$ cat src/rtl/pgs_pkg.sv
package pgs_pkg;
  typedef enum logic [1:0] {
    ST_IDLE  = 2'd0,
    ST_COUNT = 2'd1,
    ST_DONE  = 2'd2
  } qual_st_e;
endpackage

$ cat src/rtl/pgs_qual_stage.sv
module pgs_qual_stage
  import pgs_pkg::*;
#(
  parameter int T0   = 100,
  parameter int T1   = 500,
  parameter int T2   = 1000,
  parameter int T3   = 5000,
  parameter int CW   = 13
) (
  input  logic       clk,
  input  logic       rst,
  input  logic       tick,
  input  logic       cond,
  input  logic [1:0] code,
  output logic       qual
);

  qual_st_e        st_q;
  logic [CW-1:0]   cnt_q;
  logic [CW-1:0]   lim_q;
  logic [CW-1:0]   code_lim;

  always_comb begin
    case (code)
      2'b00:   code_lim = CW'(T0);
      2'b01:   code_lim = CW'(T1);
      2'b10:   code_lim = CW'(T2);
      default: code_lim = CW'(T3);
    endcase
  end

  always_ff @(posedge clk) begin
    if (rst) begin
      st_q  <= ST_IDLE;
      cnt_q <= '0;
      lim_q <= '0;
    end else begin
      case (st_q)
        ST_IDLE: begin
          cnt_q <= '0;
          if (cond) begin
            st_q  <= ST_COUNT;
            lim_q <= code_lim;
          end
        end
        ST_COUNT: begin
          if (!cond) begin
            st_q  <= ST_IDLE;
            cnt_q <= '0;
          end else if (tick) begin
            if (cnt_q == lim_q - CW'(1)) begin
              st_q  <= ST_DONE;
              cnt_q <= '0;
            end else begin
              cnt_q <= cnt_q + CW'(1);
            end
          end
        end
        ST_DONE: begin
          if (!cond) st_q <= ST_IDLE;
        end
        default: st_q <= ST_IDLE;
      endcase
    end
  end

  assign qual = (st_q == ST_DONE);

  AST_CNT_BELOW_LIMIT: assert property (@(posedge clk) disable iff (rst)
    (st_q == ST_COUNT) |-> (cnt_q < lim_q)) else $error("count past limit");

  AST_DROP_RESTARTS: assert property (@(posedge clk) disable iff (rst)
    $past(!cond) |-> (st_q == ST_IDLE && cnt_q == '0)) else $error("no restart");

  AST_LIMIT_HELD: assert property (@(posedge clk) disable iff (rst)
    (st_q == ST_COUNT && $past(st_q) == ST_COUNT) |-> $stable(lim_q)) else $error("limit moved");

endmodule

$ cat src/rtl/pgood_sequencer.sv
module pgood_sequencer
  import pgs_pkg::*;
#(
  parameter int NUM_CH = 4,
  parameter int T0     = 100,
  parameter int T1     = 500,
  parameter int T2     = 1000,
  parameter int T3     = 5000
) (
  input  logic                clk,
  input  logic                rst,
  input  logic                ms_tick,
  input  logic [NUM_CH-1:0]   en_ok,
  input  logic [2*NUM_CH-1:0] ch_dly_code,
  input  logic [1:0]          rst_dly_code,
  output logic [NUM_CH-1:0]   good_n,
  output logic                sys_rst
);

  localparam int CNT_W = $clog2(T3 + 1);

  logic [NUM_CH-1:0] ch_qual;
  logic              all_good;
  logic              rst_qual;

  for (genvar i = 0; i < NUM_CH; i++) begin : g_ch
    pgs_qual_stage #(.T0(T0), .T1(T1), .T2(T2), .T3(T3), .CW(CNT_W)) u_ch (
      .clk  (clk),
      .rst  (rst),
      .tick (ms_tick),
      .cond (en_ok[i]),
      .code (ch_dly_code[2*i +: 2]),
      .qual (ch_qual[i])
    );
    assign good_n[i] = ~ch_qual[i];

    AST_GOOD_NEEDS_EN: assert property (@(posedge clk) disable iff (rst)
      $past(!en_ok[i]) |-> good_n[i]) else $error("good without enable");

    AST_GOOD_ON_TICK: assert property (@(posedge clk) disable iff (rst)
      $fell(good_n[i]) |-> ($past(ms_tick) && $past(en_ok[i]))) else $error("good off tick");
  end

  assign all_good = &ch_qual;

  pgs_qual_stage #(.T0(T0), .T1(T1), .T2(T2), .T3(T3), .CW(CNT_W)) u_rst_stage (
    .clk  (clk),
    .rst  (rst),
    .tick (ms_tick),
    .cond (all_good),
    .code (rst_dly_code),
    .qual (rst_qual)
  );

  assign sys_rst = rst_qual & all_good;

  AST_RST_NEEDS_ALL: assert property (@(posedge clk) disable iff (rst)
    sys_rst |-> (good_n == '0)) else $error("reset without all good");

  AST_RST_FALL_CAUSE: assert property (@(posedge clk) disable iff (rst)
    $fell(sys_rst) |-> |(good_n & ~$past(good_n))) else $error("reset fell alone");

  AST_SYNC_CLEAR: assert property (@(posedge clk) disable iff (rst)
    $past(rst) |-> (good_n == '1 && !sys_rst)) else $error("not cleared");

endmodule

$ cat config.mk
export PLATFORM = sky130hd
export DESIGN_NAME = pgood_sequencer
export DESIGN_NICKNAME = d
export VERILOG_FILES = /design/src/rtl/pgs_pkg.sv /design/src/rtl/pgs_qual_stage.sv /design/src/rtl/pgood_sequencer.sv
export SDC_FILE = /design/constraint.sdc
export NUM_CORES = 1
export LEC_CHECK = 0
export BUFFER_PORTS_ARGS = -buffer_cell sky130_fd_sc_hd__buf_2
export CAP_MARGIN = 20
export CORE_MARGIN = 1.5
export CORE_UTILIZATION = 25
export CTS_BUF_LIST = sky130_fd_sc_hd__clkbuf_8
export CTS_CLUSTER_DIAMETER = 150
export CTS_CLUSTER_SIZE = 40
export DETAILED_ROUTE_END_ITERATION = 6
export GPL_TIMING_DRIVEN = 0
export SLEW_MARGIN = 10
export SYNTH_ARGS = -nofsm -noshare
export SYNTH_HDL_FRONTEND = slang
export SYNTH_HIERARCHICAL = 1
export SYNTH_SLANG_ARGS = --single-unit
$ cat constraint.sdc
create_clock -name clk -period 2.4 [get_ports clk]
set_clock_uncertainty 0.15 [all_clocks]
set_input_delay 0.24 -clock clk [delete_from_list [all_inputs] [get_ports clk]]
set_output_delay 0.24 -clock clk [all_outputs]
set_load 0.005 [all_outputs]
==> metrics.yaml <==
worst-path-buf-inv: 2
core_area_mm2: 0.0243
pwr_density_cell_mw_per_mm2: 470
hold_path.class: "in -> reg"
ioPinCount: 22
grt_pass1_wl_um: 24200
placed_area_mm2: 0.00671
yosysTopAreaCell: "dfxtp_1"
initial_utilization_pct: 25.5
grt_use_total_pct: 11.4
slew_viol_final: 0
finalCritPeriodShare_pct: 96.4
area.growth.synth_to_final_pct: 16.4
die_w_um: 161
die_height_um: 161
via_per_inst: 4.86
grt_max_degree: 20
synth-edff-count: 0
hold_violations: 0
postSynthAreaPerCell_um2: 9.02
fin_crit_ns: 2.31
multi_input_area_mm2: 0.00400
synth_flop_cell: "dfxtp_1"
seq_area_mm2: 0.00213
wire_per_inst_um: 13.4
diodes: 0
cts_sinks: 105
clockBufferDepth: 2
ir_worst_vdd_v: 0.000225
dp_hpwl_um: 10100
status: "completed"
fillCellCount: 2552
cap_violations: 0
root_buffer: "clkbuf_8"
vias: 5185
numCtsBuffers: 9
setup-violations-final: 0
max_freq_mhz: 432
wirelength_um: 14300
synthArstFlopShare_pct: 0
crit_chain: "inv_1, ha_2, or3b_2, nand3_2, nand4b_4, nor4_4, buf_4, nor3_1"
stdcell_area_mm2: 0.00723
rows: 57
cts-htree-levels: 3
io_buffers: 20
first_pass_iters: 5
worstPathArrival_ns: 2.43
overflow: 0
drc_errors: 0
drive_above_1_share_pct: 18.7
cpPeakStageDelay_ns: 0.48
final_nets: 765
maxSlewHeadroom_pct: 50.3
power.leakage_uw: 0.00257
endpoint_kind: "flop"
cp_top_family: "simple AND/OR/NAND/NOR gates"
gp_congestion: 0.741
timing.final.ws_setup_ns: 0.0866
synth-seq-area-share_pct: 33.9
synth_area_mm2: 0.00621
synth_area_leaders: "dfxtp_1 (34%), xor2_1 (5.8%), nor3_1 (5.2%)"
ant_nets: 0
synth-seq-cells: 105
ys_warn_count: 6
drtIter0Drc: 355
grt_pass1_vias: 4818
crit_type: "reg -> reg"
worst_pin_slew_ns: 0.736
path_max_fanout: 6
path_clk_slew_ns: 0.12
cts_tree: "yes"
synth_cell_types: 66
post-place-ws_ns: -0.208
synth_nets: 715
clkLatencyLatePin_ns: 0.40
required_ns: 2.51
grt_antenna_before_repair: 0
die-area_mm2: 0.0258
crit_slowest_cell: "or3b_2"
syn_inst: 688
worstSetupStartpointType: "flop"
synth_top_area_share_pct: 33.9
## repair_timing
item | CTS | global route
pin swaps | 3 | 9
cloned | 2 | 2
setup endpoints to repair | 13 | 66
hold buffers | 9 | 0
resized for setup | 9 | 33
buffers inserted | 0 | 6
hold endpoints to repair | 14 | 0
## state kept, by name (all words and copies together), names as in the netlist
signal,flops
u_rst_stage/lim_q,6
g_ch.u_ch/cnt_q,52
g_ch.u_ch/st_q,8
u_rst_stage/cnt_q,13
g_ch.u_ch/lim_q,24
u_rst_stage/st_q,2
## logic make-up (layout without fill, tap and decap cells)
logic type,after synthesis,in the layout,synth area share (%)
fa+ha+maj,10,10,2.02
flops,105,105,33.9
buf+inv,49,102,3.83
compound gates,92,93,11.2
simple gates,344,345,35.4
mux,9,9,1.45
xor+xnor,79,79,12.3
## area by class of cell
class	count	area share [%]
Timing Repair Buffer	37	3.46
Tap cell	324	5.61
Clock buffer	9	1.71
Multi-Input combinational cell	536	55.3
Clock inverter	7	1.07
Sequential cell	105	29.5
Inverter	28	1.45
Buffer	21	1.84
## worst reg2reg max path: cells and delay by family, from the launching register on
family                   cells  cell delay (ns)
adder cells (fa/ha/maj)      1             0.21
buffers and inverters        2             0.30
flip-flops                   1             0.37
AND/OR/NAND/NOR              5             1.15
## synthesized netlist by cell type (5+ instances only)
cell / n
nor4_1: 12
dfxtp_1: 105
and3b_1: 9
buf_6: 6
clkbuf_1: 10
o21ai_0: 5
a22oi_1: 5
nand3_1: 26
a21oi_1: 18
nor3b_1: 5
and3_1: 17
mux2i_1: 9
xnor2_1: 34
nor4_2: 5
nor4b_1: 6
and2_1: 6
nor2_1: 47
nor2b_1: 11
or3b_2: 8
a31oi_1: 5
o21a_1: 12
nand3b_1: 10
xor2_1: 41
nand4_1: 11
ha_1: 10
nor3_1: 64
o211a_1: 5
a211oi_1: 14
and4_1: 13
inv_1: 28
nand2b_1: 5
nand2_1: 42
o22ai_1: 5
## report_power, final
group | switching, uW | internal, uW
Combinational | 222 | 193
Clock | 665 | 494
Sequential | 49.8 | 1770
Total | 937 | 2460
## metal layers
layer | vias to the layer above | share of wire, % | track usage, %
li1 | 2635 | - | -
met1 | 2452 | 51 | 16.0
met2 | 87 | 44 | 17.6
met3 | 11 | 3.6 | 2.53
met4 | 0 | 1.1 | 2.63
met5 | - | 0 | 0
## cell usage in the layout (no fill, tap or decap), types with 6 or more instances in the layout
master	netlist	routed
nor2b_1	11	7
mux2i_1	9	9
nor3_1	64	63
xnor2_1	34	34
or3b_2	8	8
nand2_1	42	42
inv_1	28	28
buf_4	1	9
dfxtp_2	0	9
nand3b_1	10	10
a21oi_1	18	18
and4_1	13	13
ha_1	10	7
and2_1	6	6
xor2_1	41	41
nor4b_1	6	6
and3_1	17	17
clkbuf_1	10	10
dlygate4sd3_1	0	9
dfxtp_1	105	91
nand4_1	11	11
o21a_1	12	12
nand3_1	26	24
a211oi_1	14	14
and3b_1	9	9
buf_2	4	24
nor4_1	12	12
nor2_1	47	47
buf_6	6	6
clkbuf_8	0	9
## per-stage QoR
step	std cells	utilization (%)	TNS (ns)	total power (uW)	hold slack, ns
6_report	1067	29.7	0	3390	0.0234
5_1_grt	1067	29.7	-0.0733	3560	0.0448
4_1_cts	1059	29.0	0	3410	0.00355
3_5_place_dp	1032	27.6	-0.983	2240	0.330
3_3_place_gp	1032	27.6	-0.821	2230	0.321
2_1_floorplan	688	-	0	2150	0.186
## path summary, 6_finish.rpt
check	startpoint	slack, ns	depth (start not counted)	end
worst max register to register	g_ch[3].u_ch/lim_q[2]	0.09	8	g_ch[3].u_ch/cnt_q[9]
worst min register to register	u_rst_stage/cnt_q[1]	0.35	2	u_rst_stage/cnt_q[1]
worst min-delay path	rst	0.02	2	u_rst_stage/lim_q[12]
worst max-delay path	g_ch[3].u_ch/lim_q[2]	0.09	8	g_ch[3].u_ch/cnt_q[9]
No activity file was read; power rests on OpenSTA's default activity.
